File: config.mk
export PLATFORM = sky130hd
export DESIGN_NAME = cfg_io_port
export DESIGN_NICKNAME = d
export VERILOG_FILES = /design/src/rtl/cfg_io_pkg.sv /design/src/rtl/cfg_io_decode.sv /design/src/rtl/cfg_addr_reg.sv /design/src/rtl/cfg_lane_steer.sv /design/src/rtl/cfg_io_port.sv
export SDC_FILE = /design/constraint.sdc
export NUM_CORES = 1
export LEC_CHECK = 0
export BUFFER_PORTS_ARGS = -buffer_cell sky130_fd_sc_hd__buf_4
export CELL_PAD_IN_SITES_DETAIL_PLACEMENT = 0
export CELL_PAD_IN_SITES_GLOBAL_PLACEMENT = 1
export CORE_ASPECT_RATIO = 0.9
export CORE_MARGIN = 10
export CORE_UTILIZATION = 42
export DETAILED_ROUTE_END_ITERATION = 12
export GPL_TIMING_DRIVEN = 0
export HOLD_SLACK_MARGIN = 0.06
export PLACE_DENSITY = 0.94
export SYNTH_ARGS = -nofsm -noshare
export SYNTH_HDL_FRONTEND = slang
export SYNTH_SLANG_ARGS = --single-unit
File: constraint.sdc
create_clock -name clk -period 2.44 [get_ports clk]
set_input_delay 0.122 -clock clk [delete_from_list [all_inputs] [get_ports clk]]
set_output_delay 0.122 -clock clk [all_outputs]
set_load 0.01 [all_outputs]
File: src/rtl/cfg_io_pkg.sv
// Shared constants and types for the configuration access port.
// Assumes a 32-bit data window split into four byte lanes.
package cfg_io_pkg;
    localparam int DW = 32;
    localparam int NB = DW / 8;

    typedef enum logic [1:0] {
        SZ_BYTE  = 2'd0,
        SZ_WORD  = 2'd1,
        SZ_DWORD = 2'd2,
        SZ_BAD   = 2'd3
    } io_size_e;

    typedef enum logic [1:0] {
        ACC_NONE = 2'd0,
        ACC_ADDR = 2'd1,
        ACC_DATA = 2'd2
    } acc_kind_e;

    typedef enum logic [1:0] {
        ST_IDLE = 2'd0,
        ST_REQ  = 2'd1,
        ST_RESP = 2'd2
    } port_state_e;
endpackage

File: src/rtl/cfg_io_decode.sv
// Classifies a host I/O access as a selector access, a data-window access
// or unclaimed. It also derives the lane offset and byte enables.
// Assumes DATA_PORT is dword aligned. Purely combinational.
module cfg_io_decode
    import cfg_io_pkg::*;
#(
    parameter int               IO_AW     = 16,
    parameter logic [IO_AW-1:0] ADDR_PORT = 'hCF8,
    parameter logic [IO_AW-1:0] DATA_PORT = 'hCFC
) (
    input  logic [IO_AW-1:0] io_addr,
    input  logic [1:0]       io_size,
    output acc_kind_e        kind,
    output logic [1:0]       lane_off,
    output logic [NB-1:0]    lane_be
);
    io_size_e sz;
    logic     aligned;
    logic     data_hit;

    assign sz       = io_size_e'(io_size);
    assign lane_off = io_addr[1:0];
    assign data_hit = (io_addr[IO_AW-1:2] == DATA_PORT[IO_AW-1:2]);

    // Alignment rule and byte-enable pattern per access size.
    always_comb begin
        aligned = 1'b0;
        lane_be = '0;
        case (sz)
            SZ_BYTE: begin
                aligned = 1'b1;
                lane_be = NB'(4'b0001 << lane_off);
            end
            SZ_WORD: begin
                aligned = ~lane_off[0];
                lane_be = NB'(4'b0011 << lane_off);
            end
            SZ_DWORD: begin
                aligned = (lane_off == 2'd0);
                lane_be = '1;
            end
            default: begin
                aligned = 1'b0;
                lane_be = '0;
            end
        endcase
    end

    // Access classification; the selector only answers to full dwords.
    always_comb begin
        if (io_addr == ADDR_PORT && sz == SZ_DWORD)
            kind = ACC_ADDR;
        else if (data_hit && aligned)
            kind = ACC_DATA;
        else
            kind = ACC_NONE;
    end
endmodule

File: src/rtl/cfg_addr_reg.sv
// Holds the configuration selector (enable, bus, device, function, register).
// A write replaces every stored bit. Bits [1:0] are not stored and read as zero.
// Assumes the caller only raises wen for accepted full-dword selector writes.
module cfg_addr_reg
    import cfg_io_pkg::*;
(
    input  logic          clk,
    input  logic          rst_n,
    input  logic          wen,
    input  logic [DW-1:0] wdata,
    output logic          en,
    output logic [7:0]    bus,
    output logic [4:0]    dev,
    output logic [2:0]    func,
    output logic [5:0]    regn,
    output logic [DW-1:0] rd_val
);
    logic [DW-1:2] sel_q;

    // Selector storage with a full overwrite on every write.
    always_ff @(posedge clk) begin
        if (!rst_n)
            sel_q <= '0;
        else if (wen)
            sel_q <= wdata[DW-1:2];
    end

    assign en     = sel_q[31];
    assign bus    = sel_q[23:16];
    assign dev    = sel_q[15:11];
    assign func   = sel_q[10:8];
    assign regn   = sel_q[7:2];
    assign rd_val = {sel_q, 2'b00};
endmodule

File: src/rtl/cfg_lane_steer.sv
// Moves right-justified host data onto the addressed byte lanes and back,
// in little-endian order. Lanes outside the access are zeroed.
// Assumes the offset and size were already checked for alignment. Combinational.
module cfg_lane_steer
    import cfg_io_pkg::*;
(
    input  logic [1:0]    lane_off,
    input  logic [1:0]    io_size,
    input  logic [NB-1:0] lane_be,
    input  logic [DW-1:0] host_wdata,
    input  logic [DW-1:0] lane_rdata,
    output logic [DW-1:0] lane_wdata,
    output logic [DW-1:0] host_rdata
);
    logic [2:0] nbytes;

    // Number of host bytes carried by the access size.
    always_comb begin
        case (io_size_e'(io_size))
            SZ_BYTE:  nbytes = 3'd1;
            SZ_WORD:  nbytes = 3'd2;
            SZ_DWORD: nbytes = 3'd4;
            default:  nbytes = 3'd0;
        endcase
    end

    for (genvar i = 0; i < NB; i++) begin : g_lane
        logic [1:0] wsrc;
        logic [1:0] rsrc;
        assign wsrc = 2'(i) - lane_off;
        assign rsrc = 2'(i) + lane_off;
        assign lane_wdata[8*i +: 8] = lane_be[i] ? host_wdata[{wsrc, 3'b000} +: 8] : 8'h00;
        assign host_rdata[8*i +: 8] = (3'(i) < nbytes) ? lane_rdata[{rsrc, 3'b000} +: 8] : 8'h00;
    end
endmodule

File: src/rtl/cfg_io_port.sv
// Top of the configuration access port. It accepts one host I/O access at a
// time. Selector and unclaimed accesses are answered locally. Enabled
// data-window accesses become one configuration request, held until cfg_done.
// Assumes the host waits for io_ready before expecting the next access to count.
module cfg_io_port
    import cfg_io_pkg::*;
#(
    parameter int               IO_AW     = 16,
    parameter logic [IO_AW-1:0] ADDR_PORT = 'hCF8,
    parameter logic [IO_AW-1:0] DATA_PORT = 'hCFC
) (
    input  logic             clk,
    input  logic             rst_n,
    input  logic             io_valid,
    input  logic             io_write,
    input  logic [IO_AW-1:0] io_addr,
    input  logic [1:0]       io_size,
    input  logic [31:0]      io_wdata,
    output logic             io_ready,
    output logic [31:0]      io_rdata,
    output logic             cfg_req_valid,
    output logic             cfg_req_write,
    output logic             cfg_req_type1,
    output logic [7:0]       cfg_req_bus,
    output logic [4:0]       cfg_req_dev,
    output logic [2:0]       cfg_req_func,
    output logic [5:0]       cfg_req_reg,
    output logic [3:0]       cfg_req_be,
    output logic [31:0]      cfg_req_wdata,
    input  logic             cfg_done,
    input  logic [31:0]      cfg_rdata
);
    port_state_e   state;
    acc_kind_e     kind;
    logic [1:0]    off;
    logic [NB-1:0] be;
    logic          accept;
    logic          sel_wen;
    logic          cfg_en;
    logic [7:0]    a_bus;
    logic [DW-1:0] a_rd;
    logic [DW-1:0] rd_just;

    logic [1:0]    off_q;
    logic [1:0]    size_q;
    logic [NB-1:0] be_q;
    logic          wr_q;
    logic          type1_q;
    logic [DW-1:0] wraw_q;
    logic [DW-1:0] rdata_q;

    cfg_io_decode #(
        .IO_AW    (IO_AW),
        .ADDR_PORT(ADDR_PORT),
        .DATA_PORT(DATA_PORT)
    ) u_decode (
        .io_addr (io_addr),
        .io_size (io_size),
        .kind    (kind),
        .lane_off(off),
        .lane_be (be)
    );

    assign accept  = io_valid && (state == ST_IDLE);
    assign sel_wen = accept && io_write && (kind == ACC_ADDR);

    cfg_addr_reg u_sel (
        .clk   (clk),
        .rst_n (rst_n),
        .wen   (sel_wen),
        .wdata (io_wdata),
        .en    (cfg_en),
        .bus   (a_bus),
        .dev   (cfg_req_dev),
        .func  (cfg_req_func),
        .regn  (cfg_req_reg),
        .rd_val(a_rd)
    );

    cfg_lane_steer u_steer (
        .lane_off  (off_q),
        .io_size   (size_q),
        .lane_be   (be_q),
        .host_wdata(wraw_q),
        .lane_rdata(cfg_rdata),
        .lane_wdata(cfg_req_wdata),
        .host_rdata(rd_just)
    );

    // Access sequencing: accept, optionally hold a request, then answer once.
    always_ff @(posedge clk) begin
        if (!rst_n) begin
            state   <= ST_IDLE;
            off_q   <= '0;
            size_q  <= '0;
            be_q    <= '0;
            wr_q    <= 1'b0;
            type1_q <= 1'b0;
            wraw_q  <= '0;
            rdata_q <= '0;
        end else begin
            case (state)
                ST_IDLE: begin
                    if (io_valid) begin
                        off_q   <= off;
                        size_q  <= io_size;
                        be_q    <= be;
                        wr_q    <= io_write;
                        wraw_q  <= io_wdata;
                        type1_q <= (a_bus != 8'h00);
                        if (kind == ACC_DATA && cfg_en) begin
                            state <= ST_REQ;
                        end else begin
                            state   <= ST_RESP;
                            rdata_q <= (kind == ACC_ADDR) ? a_rd : '1;
                        end
                    end
                end
                ST_REQ: begin
                    if (cfg_done) begin
                        rdata_q <= rd_just;
                        state   <= ST_RESP;
                    end
                end
                ST_RESP: state <= ST_IDLE;
                default: state <= ST_IDLE;
            endcase
        end
    end

    assign io_ready      = (state == ST_RESP);
    assign io_rdata      = rdata_q;
    assign cfg_req_valid = (state == ST_REQ);
    assign cfg_req_write = wr_q;
    assign cfg_req_type1 = type1_q;
    assign cfg_req_bus   = a_bus;
    assign cfg_req_be    = be_q;
endmodule

-- Word level (Yosys, flattened, before mapping)
Index checks and enable logic that the tools add are counted.
- bits in registers: 106
- bits in latches: 0
- RAM bits: 0
- memory bits (read-only): 0
- input bits: 87
- output and inout bits: 94
- word-level logic and storage cells: 81
- memories: 0
- $add $sub $neg: 7
- multipliers: 0
- divide/modulo/power cells: 0
- $lt $le $gt $ge: 4
- equality and inequality tests: 13
- shifts and indexed selects: 10
- mux-type cells: 22
- bitwise operators: 1
- reductions and logical operators: 15
- operators with widths (kind ; count):
    32-bit by 6-bit variable part select with 8-bit output ; 8
    32-bit two-way mux ; 4
    8-bit two-way mux ; 8
    32-bit case mux with 2 select lines ; 1
    16-bit by 12-bit equality test with 1-bit output, second input constant ; 1
    14-bit by 10-bit equality test with 1-bit output, second input constant ; 1
    4-bit case mux with 3 select lines ; 1
    2-bit two-way mux ; 5
    3-bit case mux with 3 select lines ; 1
    2-bit by 1-bit equality test with 1-bit output, second input constant ; 4
    2-bit equality test, second input constant ; 4
    2-bit zero test ; 4
    8-bit nonzero test ; 1
    1-bit logical AND ; 6
    1-bit by 3-bit less-than comparator with 1-bit output, first input constant ; 2
    2-bit by 3-bit less-than comparator with 1-bit output, first input constant ; 2
    2-bit adder, first input constant ; 2
    2-bit != test, second input constant ; 2
    2-bit case mux with 2 select lines ; 1
    2-bit AND reduction ; 2
    4-bit AND reduction ; 1
    1-bit by 2-bit << shifter with 4-bit output, first input constant ; 1
    2-bit by 2-bit << shifter with 4-bit output, first input constant ; 1
    1-bit by 2-bit subtractor with 2-bit output, first input constant ; 2
    6 further kinds ; 7

-- Depth between registers and ports, before layout
Gate-level depths: netlist of run 1.
- depth after elaboration: 10
- depth in mapped cells: 8

-- Modules after synthesis
From an unflattened synthesis of run 1, not the netlist that was laid out.
- cells, all modules: 732
- area, all modules: 6552.5 µm²
- by module, submodules not included (module ; instances ; cells an instance ; area an instance (µm²) ; sequential area each (µm²)):
    cfg_io_port ; 1 ; 385 ; 3339.5 ; 1521.5
    cfg_lane_steer ; 1 ; 201 ; 1695.4 ; 0.0
    cfg_addr_reg ; 1 ; 123 ; 1362.6 ; 600.6
    cfg_io_decode ; 1 ; 23 ; 155.1 ; 0.0

-- Least setup slack after synthesis of run 1
Ideal clock, no wire load.
- path type: register to output
- start: register off_q[1]
- end: output cfg_req_wdata[0]
- arrival time: 1.564 ns
- data required time: 2.318 ns
- path slack: 0.754 ns
- cell stages (with the launch flop): 5
- buffers on the path: 2
- cells stage by stage: dfxtp_1 > buf_2 > buf_2 > mux4_2 > and2_1
- longest elaborated chain between the ends: 3
- RTL lines (element ; line ; RTL):
    from (decl) ; cfg_io_port.sv:44 ; logic [1:0] off_q;
    from (signal assigned) ; cfg_io_port.sv:94 ; off_q <= '0;
    from (signal assigned) ; cfg_io_port.sv:105 ; off_q <= off;
    1-bit by 2-bit subtractor with 2-bit output ; cfg_lane_steer.sv:30 ; assign wsrc = 2'(i) - lane_off;
    32-bit by 6-bit variable part select with 8-bit output ; cfg_lane_steer.sv:32 ; assign lane_wdata[8*i +: 8] = lane_be[i] ? host_wdata[{wsrc, 3'b000} +: 8] : 8'h00;
    8-bit two-way mux ; cfg_lane_steer.sv:32 ;
    to (decl) ; cfg_io_port.sv:29 ; output logic [31:0] cfg_req_wdata,
Every way passes these cells.

-- Worst setup path after layout of run 1
- start: register off_q[0]
- end: output cfg_req_wdata[3]
The elaborated chain is that of the path after synthesis.

==> flow_summary.yaml, run 1 <==
timing:
  finalSetupViolations: 0
  finalHoldViolCount: 0
  setup_tns_ns: 0
  relSlewSlack: 0.542
  final.period_utilization: 0.954
  drv_slew: 0
  worst_pin_slew_ns: 0.688
  rsz0062_at_grt: "no"
  fmax_ghz: 0.430
  period_minus_slack_ns: 2.33
  worst_slack_ns: 0.113
  skew_ns: 0.00982
synthesis:
  ys_warn_count: 0
  ys_ff_latch: 106
  synthMostInstantiatedCell: "nand2_1"
  ys.flop_type: "dfxtp_1"
  synth_commonest_cells: "167 x nand2_1, 106 x dfxtp_1, 63 x mux2i_1, 60 x o221ai_1, 45 x clkbuf_1"
  synthesis.instances: 716
  yosys-top-cells-area: "dfxtp_1 33%, mux4_2 11%, mux2i_1 9.9%"
  syn-cell-area_um2: 6390
  avgSynthCellArea_um2: 8.92
  yosysSeqAreaShare: 0.332
  yosys.area.top_type: "dfxtp_1"
  synth.distinct_cells: 48
  synth_top_area_frac: 0.332
  ys_async_sr_fraction: 0
  synth-edff-count: 0
  synth_nets: 805
cts:
  clock_tree.root_cell: "clkbuf_16"
  cts-buffers-inserted: 9
  clk_pin_slew_ns: 0.07
  clock-sinks: 106
  cts_max_path_buffers: 2
  h-tree-depth: 3
  cts_tree: "yes"
  insertion_delay_ns: 0.36
global_route:
  grt_pass1_wl_um: 36700
  grt_use_met2: 0.349
  grt-busiest-layer: "met2"
  grt_max_degree: 20
  globalRoute.totalOverflow: 0
  use_met3: 0.0773
  met1_usage: 0.306
  grt_usage: 0.231
  grt_pass1_vias: 6372
  antenna_found_initial: 0
layout:
  drive_above_1_share: 0.297
  areaGrowthSynthToFinish_pct: 34.7
  final_nets: 1027
floorplanning:
  start_util: 0.431
  core-area_um2: 14800
  ios: 181
  die_area_um2: 20600
  rows: 42
  die_w_um: 150
  die_h_um: 137
power_and_ir_drop:
  peakVddDrop_mv: 0.392
  powerDensity_nw_per_um2: 489
  power_leakage_nw: 3.39
place:
  gp_congestion: 0.965
  pre_cts_ws_ns: 0.350
  numPortBuffers: 177
  dp_hpwl_um: 19200
critical_path:
  worstPathRequired_ns: 2.32
  worstPathArrival_ns: 2.21
  r2r_cells: 8
  critPathKind: "flip-flop to output port"
  startpoint_type: "flip-flop"
  end_kind: "output port"
  path_max_fanout: 10
drt:
  drtAntennaViolNets: 0
  wl_per_cell_um: 21.7
  route.detailed.drc: 0
  drtPass1Iterations: 5
  viasPerCell: 5.88
  first_iter_violations: 658
  wirelength_um: 24800
  num_vias: 6712
status:
  status: "complete, no violations"
flow_run:
  maxCapViolations: 0
hold_path:
  hold_depth: 3
  hp-class: "input pin to flip-flop"
routing by layer:
metal  vias up  share of wire
li1       3090              -
met1      3218           0.43
met2       364           0.44
met3        40           0.11
met4         0          0.021
met5         -              0
timing repair:
| action | CTS | global route |
|---|---|---|
| endpoints found under the hold margin | 63 | 0 |
| setup endpoints to repair | 0 | 21 |
| setup buffers | 0 | 0 |
| hold buffers | 34 | 0 |
| resized for setup | 0 | 4 |
path summary, 6_finish.rpt:
kind	from	endpoint	slack, ns
worst max-delay path	off_q[0]	cfg_req_wdata[3]	0.11
worst min-delay path	io_write	cfg_req_write	0.06
worst max register to register	size_q[0]	io_rdata[16]	0.24
worst min register to register	u_sel.sel_q[26]	u_sel.sel_q[26]	0.47
final cells by class:
class                           count  area [um2]
Clock inverter                      6        61.3
Antenna cell                        1        2.50
Fill cell                        1317        6210
Buffer                             95         508
Timing Repair Buffer              211        1670
Inverter                            4        15.0
Clock buffer                       10         229
Sequential cell                   106        2120
Multi-Input combinational cell    511        3750
Tap cell                          198         248
report_power, final:
part | switching, mW | internal, mW | total (mW) | leakage (nW)
logic | 0.417 | 0.413 | 0.830 | 2.38
registers | 0.100 | 1.82 | 1.92 | 0.871
clock network | 0.742 | 0.720 | 1.46 | 0.138
total | 1.26 | 2.95 | 4.21 | 3.39
critical path, stage by stage (launching register included):
cell,delay (ns)
dfxtp_1,0.35
buf_4,0.21
clkbuf_4,0.31
buf_2,0.31
mux4_2,0.34
and2_1,0.18
buf_4,0.14
state kept, by name, summed over array words and instances (netlist names):
signal         flops
size_q             2
u_sel.sel_q       30
cfg_req_be         4
wraw_q            32
io_rdata          32
state              2
off_q              2
cfg_req_type1      1
cfg_req_write      1
logic make-up (layout without fill, tap and decap cells):
kind of cell / count (synthesis) / count (layout) / synth area share
fa+ha+maj: 2 / 2 / 0.00392
compound gates: 153 / 153 / 0.183
simple gates: 261 / 261 / 0.189
mux: 95 / 95 / 0.211
flops: 106 / 106 / 0.332
other cells: 0 / 1 / 0
buf+inv: 99 / 326 / 0.0803
placed cells by master (no fill, tap or decap), types with 2 or more instances in the layout:
master / instances
a211o_1: 3
a21oi_1: 41
a22oi_1: 2
a31oi_1: 3
and2_1: 32
and3b_1: 2
and4_1: 2
buf_1: 4
buf_2: 12
buf_4: 203
buf_6: 3
clkbuf_1: 46
clkbuf_16: 9
clkbuf_4: 4
dfxtp_1: 106
dlygate4sd3_1: 34
ha_1: 2
inv_1: 2
inv_6: 2
mux2i_1: 63
mux4_2: 32
nand2_1: 167
nand2b_1: 6
nand3_1: 31
nor2_1: 4
nor2b_1: 2
nor3_2: 2
nor4_1: 2
o21ai_0: 4
o221a_1: 2
o221ai_1: 60
o32ai_1: 2
o41ai_1: 30
or2_2: 2
metrics by stage:
step	std cells	hold slack (ns)	power, mW	area [um2]	util
3_3_place_gp	1091	0.375	2.72	7970	0.538
3_5_place_dp	1091	0.380	2.73	7970	0.538
6_report	1142	0.0647	4.21	8610	0.581
4_1_cts	1141	0.0613	4.21	8600	0.580
2_1_floorplan	716	0.258	2.35	6390	-
5_1_grt	1141	0.0959	4.34	8610	0.581
No activity file was read; power rests on OpenSTA's default activity.
==> run 2, diff against run 1 <==
- PLACE_DENSITY: 0.94 -> 0.93
- SYNTH_HIERARCHICAL: unset -> 1
==> run 2 against run 1 <==
  * Utilization down 0.81 points
  * Clock power about the same
  * Critical path depth up 2
  * Final cell count up 1.9%
  * Wire length down 2.7%
  * Sequential share of layout area down 0.49 points
  * Synthesized area up 2.5%
  * Critical endpoint is now io_rdata[14]
  * Largest cell class unchanged
  * Largest power group unchanged
  * Highest routed layer unchanged
==> flow_summary.yaml, run 2 <==
global_route:
  grt_pass1_wl_um: 36100
  antenna_found_initial: 0
  grt_max_degree: 20
  grt_pass1_vias: 6367
  globalRoute.totalOverflow: 0
  grt_usage: 0.219
place:
  gp_congestion: 0.961
  numPortBuffers: 179
  dp_hpwl_um: 18600
  pre_cts_ws_ns: -0.0975
  placedCellCount: 1114
synthesis:
  synthesis.instances: 732
  synth_top_area_frac: 0.324
  syn-cell-area_um2: 6550
  yosysSeqAreaShare: 0.324
  synthMostInstantiatedCell: "mux2i_1"
  yosys.area.top_type: "dfxtp_1"
  synth_top_family_by_area: "multiplexers"
  ys_async_sr_fraction: 0
  ys.flop_type: "dfxtp_1"
  synthAdderAreaFrac: 0.00382
  synth_simple_gate_area_share: 0.174
  muxShareOfSynthArea: 0.248
  avgSynthCellArea_um2: 8.95
  synth_commonest_cells: "160 x mux2i_1, 118 x nand2_1, 106 x dfxtp_1, 64 x o22ai_1, 41 x a21oi_1"
  yosys.area_share.xor_xnor: 0
  synth-edff-count: 0
  ys_ff_latch: 106
  synth.distinct_cells: 45
  yosys-top-cells-area: "dfxtp_1 32%, mux2i_1 24%, nand2_1 6.8%"
  synth_compound_area_frac: 0.144
  ys_warn_count: 6
layout:
  mostFrequentLayoutCells: "209 x buf_4, 160 x mux2i_1, 118 x nand2_1"
  antennaDiodeCount: 0
  n_fill_cell: 1411
  areaGrowthSynthToFinish_pct: 34.0
  finalNonFillerCells: 1164
  final_nets: 1046
  layout_commonest_cell: "buf_4"
  drive_above_1_share: 0.298
drt:
  num_vias: 6450
  wl_per_cell_um: 20.7
  first_iter_violations: 541
  wirelength_um: 24100
  viasPerCell: 5.54
  drtPass1Iterations: 7
  route.detailed.drc: 0
  drtAntennaViolNets: 0
power_and_ir_drop:
  p_int_mw: 2.98
  power_leakage_nw: 3.46
  combinationalPowerShare: 0.213
  swShare: 0.297
  power_switching_mw: 1.26
  seqPwrFrac: 0.449
  powerDensity_nw_per_um2: 482
  peakVddDrop_mv: 0.372
  pwr-share-clk: 0.339
  total_power_mw: 4.23
critical_path:
  crit_cells: 8
  path_cells: "inv_1 > ha_1 > or2b_1 > buf_1 > o22ai_1 > or3b_2 > o311ai_0 > mux2i_1"
  rr_startpoint: "size_q[0]"
  path_max_fanout: 8
  crit_start: "size_q[0]"
  crit_family: "simple AND/OR/NAND/NOR gates"
  r2r_slack_ns: 0.11
  r2r_end: "io_rdata[14]"
  cp-endpoint: "io_rdata[14]"
  path_buf_inv: 2
  critPathKind: "flip-flop to flip-flop"
  worst_path_max_delay_cell: "or3b_2"
  startpoint_type: "flip-flop"
  r2r_cells: 8
  worstPathArrival_ns: 2.57
  slowest_delay_ns: 0.49
  worstPathRequired_ns: 2.68
  end_kind: "flip-flop"
hold_path:
  hold_depth: 3
  hp-class: "input pin to flip-flop"
timing:
  rsz0062_at_grt: "no"
  drv_slew: 0
  skew_ns: 0.00677
  worst_pin_slew_ns: 0.673
  finalSetupViolations: 0
  worst_slack_ns: 0.113
  fmax_ghz: 0.430
  period_minus_slack_ns: 2.33
  relSlewSlack: 0.547
  final.period_utilization: 0.954
  finalHoldViolCount: 0
floorplanning:
  die_area_um2: 21000
  start_util: 0.427
  ios: 181
  die_w_um: 152
  rows: 43
  die_h_um: 138
  core-area_um2: 15300
cts:
  clock-sinks: 106
  cts_resized: 0
  clock_tree.root_cell: "clkbuf_16"
  h-tree-depth: 3
  insertion_delay_ns: 0.36
  cts_max_path_buffers: 2
  cts_tree: "yes"
  clk_pin_slew_ns: 0.07
  cts-buffers-inserted: 9
status:
  status: "complete, no violations"
flow_run:
  maxCapViolations: 0
==> run 2: cell count changes in the layout (fill, tap and decap cells not counted), moves of 28 or more <==
cell      change
mux4_2       -32
and2_1       -32
mux2i_1      +97
o41ai_1      -30
nor2b_1      +29
o221ai_1     -60
nand3_1      -30
o311ai_0     +28
nand2_1      -49
o22ai_1      +64
or3b_2       +31
==> run 2: logic make-up after synthesis <==
| kind of cell | Yosys count |
|---|---|
| other | 1 |
| AND/OR/NAND/NOR | 215 |
| multiplexers | 162 |
| flip-flops | 106 |
| buffers and inverters | 100 |
| AO/OA/AOI/OAI | 146 |
| adder cells (fa/ha/maj) | 2 |
==> run 2: routing by layer <==
layer  part of all wire  GRT usage
met1               0.44      0.296
met2               0.45      0.331
met3              0.086     0.0574
met4              0.024     0.0657
met5                  0          0
==> run 2: metrics by stage <==
step | hold WS, ns | utilization | instance area [um2] | setup TNS, ns
after floorplan | 0.258 | - | 6560 | 0
after global placement | 0.382 | 0.532 | 8150 | -1.39
after detailed placement | 0.393 | 0.532 | 8150 | -2.43
after CTS | 0.0676 | 0.573 | 8790 | 0
after global routing | 0.0833 | 0.573 | 8780 | 0
final | 0.0639 | 0.573 | 8780 | 0
==> run 2: timing repair <==
action | in CTS | in global routing
hold endpoints to repair | 62 | 0
setup endpoints to repair | 0 | 22
hold buffers | 35 | 0
buffers inserted | 0 | 0
==> run 2: tightest hold or removal path: stages <==
cell and delay, ns:
buf_4 0.14, nand2_1 0.06, a21oi_1 0.06
==> run 2: final cells by class <==
class,instances,area (um2),share of cell area
well taps,202,253,0.0288
clock buffers,9,225,0.0256
plain buffers,94,673,0.0766
repair buffers,214,1690,0.193
multi-input cells,527,3740,0.426
flip-flops and latches,106,2120,0.242
inverters,5,18.8,0.00214
clock inverters,7,58.8,0.00670
==> run 2: power by group through the flow <==
stage | clock [mW] | combinational, mW | sequential, mW
CTS | 1.46 | 0.896 | 1.90
finish | 1.43 | 0.900 | 1.90
floorplan | 0 | 0.452 | 1.94
detailed placement | 0 | 0.847 | 1.94
global route | 1.51 | 0.970 | 1.91
global placement | 0 | 0.842 | 1.93
==> run 2: worst min-delay path by stage <==
stage	slack, ns	end	from
floorplan	0.26	size_q[0]	io_size[0]
global route	0.08	wraw_q[21]	io_wdata[21]
CTS	0.07	wraw_q[21]	io_wdata[21]
global placement	0.38	wraw_q[0]	io_wdata[0]
detailed placement	0.39	wraw_q[17]	io_wdata[17]
finish	0.06	wraw_q[21]	io_wdata[21]
==> run 3, diff against run 2 <==
- PLACE_DENSITY: 0.93 -> unset
- PLACE_DENSITY_LB_ADDON: unset -> 0.1
==> run 3 against run 2 <==
  * Register-to-register slack lost 0.02 ns
  * Worst hold slack gained 0.023 ns
  * Global-route usage grew 1.5 points
  * Combinational power is essentially flat
  * Critical endpoint is now io_rdata[15]
  * Highest routed layer unchanged
==> flow_summary.yaml, run 3 (synthesis results as in run 2) <==
drt:
  drtAntennaViolNets: 0
  viasPerCell: 5.50
  drtPass1Iterations: 4
  wl_per_cell_um: 21.8
  route.detailed.drc: 0
  first_iter_violations: 426
  num_vias: 6404
  wirelength_um: 25400
critical_path:
  r2r_cells: 8
  rr_startpoint: "size_q[0]"
  worst_path_max_delay_cell: "or3b_2"
  end_kind: "flip-flop"
  startpoint_type: "flip-flop"
  path_cells: "inv_1 > ha_1 > or2_1 > buf_1 > o22ai_1 > or3b_2 > o311ai_0 > mux2i_1"
  worstPathArrival_ns: 2.58
  critPathKind: "flip-flop to flip-flop"
  r2r_end: "io_rdata[15]"
  path_max_fanout: 8
  worstPathRequired_ns: 2.67
  slowest_delay_ns: 0.49
  r2r_slack_ns: 0.1
global_route:
  grt-busiest-layer: "met2"
  use_met3: 0.0594
  grt_max_degree: 19
  grt_pass1_wl_um: 38400
  globalRoute.totalOverflow: 0
  met1_usage: 0.312
  grt_use_met2: 0.364
  antenna_found_initial: 0
  grt_usage: 0.233
  grt_pass1_vias: 6487
power_and_ir_drop:
  pwr-share-clk: 0.342
  total_power_mw: 4.27
  power_leakage_nw: 3.45
  swShare: 0.296
  combinationalPowerShare: 0.212
  seqPwrFrac: 0.446
  peakVddDrop_mv: 0.413
  p_int_mw: 3.00
  power_switching_mw: 1.26
  powerDensity_nw_per_um2: 485
layout:
  n_fill_cell: 1446
  drive_above_1_share: 0.299
  layout_commonest_cell: "buf_4"
  areaGrowthSynthToFinish_pct: 34.1
  finalNonFillerCells: 1164
  final_nets: 1045
  mostFrequentLayoutCells: "209 x buf_4, 160 x mux2i_1, 118 x nand2_1"
timing:
  rsz0062_at_grt: "no"
  worst_slack_ns: 0.0983
  fmax_ghz: 0.427
  hold_ws_ns: 0.0867
  period_minus_slack_ns: 2.34
  final.period_utilization: 0.960
  skew_ns: 0.00528
  worst_pin_slew_ns: 0.628
  drv_slew: 0
  finalSetupViolations: 0
  finalHoldViolCount: 0
  relSlewSlack: 0.581
hold_path:
  hp-class: "input pin to flip-flop"
  holdCritStartpoint: "cfg_done"
  hold_depth: 4
  holdPathEnd: "state[0]"
place:
  dp_hpwl_um: 20300
  pre_cts_ws_ns: -0.179
  gp_congestion: 0.925
  placedCellCount: 1114
  numPortBuffers: 179
floorplanning:
  rows: 43
  die_area_um2: 21000
  core-area_um2: 15300
  ios: 181
  die_h_um: 138
  start_util: 0.427
  die_w_um: 152
cts:
  cts_max_path_buffers: 2
  insertion_delay_ns: 0.36
  clock_tree.root_cell: "clkbuf_16"
  clk_pin_slew_ns: 0.07
  clock-sinks: 106
  h-tree-depth: 3
  cts_tree: "yes"
  cts-buffers-inserted: 9
flow_run:
  maxCapViolations: 0
status:
  status: "complete, no violations"
run 3: worst max-delay path by stage:
| stage | start | end | slack [ns] | cells past startpoint |
|---|---|---|---|---|
| 2_1_floorplan | state[1] | u_sel/sel_q[10] | 0.48 | 9 |
| 3_3_place_gp | io_size[1] | u_sel/sel_q[8] | -0.13 | 12 |
| 3_5_place_dp | io_size[1] | u_sel/sel_q[3] | -0.18 | 12 |
| 4_1_cts | state[1] | u_sel/sel_q[24] | 0.12 | 9 |
| 5_1_grt | size_q[0] | io_rdata[15] | 0.03 | 8 |
| 6_report | size_q[0] | io_rdata[15] | 0.1 | 8 |
run 3: per-stage QoR:
stage | area, um2 | setup TNS [ns] | util
final | 8790 | 0 | 0.573
after global routing | 8790 | 0 | 0.573
after CTS | 8790 | 0 | 0.573
after detailed placement | 8150 | -4.64 | 0.532
after global placement | 8150 | -3.33 | 0.532
after floorplan | 6560 | 0 | -
run 3: layout make-up:
| cell class | count | area, um2 | area share |
|---|---|---|---|
| Antenna cell | 1 | 2.50 | 0.000285 |
| Inverter | 5 | 18.8 | 0.00214 |
| Clock buffer | 11 | 243 | 0.0276 |
| Multi-Input combinational cell | 527 | 3740 | 0.426 |
| Tap cell | 202 | 253 | 0.0288 |
| Sequential cell | 106 | 2120 | 0.241 |
| Clock inverter | 5 | 45.0 | 0.00513 |
| Timing Repair Buffer | 214 | 1690 | 0.193 |
| Buffer | 93 | 669 | 0.0762 |
run 3: repair_timing:
action | 4_1_cts | 5_1_grt
hold buffers | 35 | 0
buffers inserted | 0 | 0
gates resized for setup | 0 | 1
endpoints found under the setup margin | 0 | 30
hold endpoints to repair | 54 | 0
run 3: critical path, delay by kind of cell (launching register included):
family | cells | cell delay, ns
and+or+nand+nor | 2 | 0.58
buffers and inverters | 2 | 0.48
DFF | 1 | 0.40
AOI/OAI and AO/OA | 2 | 0.35
adders and majority gates | 1 | 0.29
muxes | 1 | 0.12
run 3: power by group through the flow:
| stage | Sequential [mW] | Clock, mW | Combinational, mW |
|---|---|---|---|
| floorplan | 1.94 | 0 | 0.452 |
| global placement | 1.94 | 0 | 0.848 |
| detailed placement | 1.94 | 0 | 0.854 |
| CTS | 1.90 | 1.47 | 0.902 |
| global route | 1.92 | 1.53 | 0.975 |
| finish | 1.90 | 1.46 | 0.903 |
run 3: routing by layer:
metal	wire length, um	share of wire
met5	0	0
met4	432	0.017
met3	1780	0.070
met2	11700	0.46
met1	11500	0.45
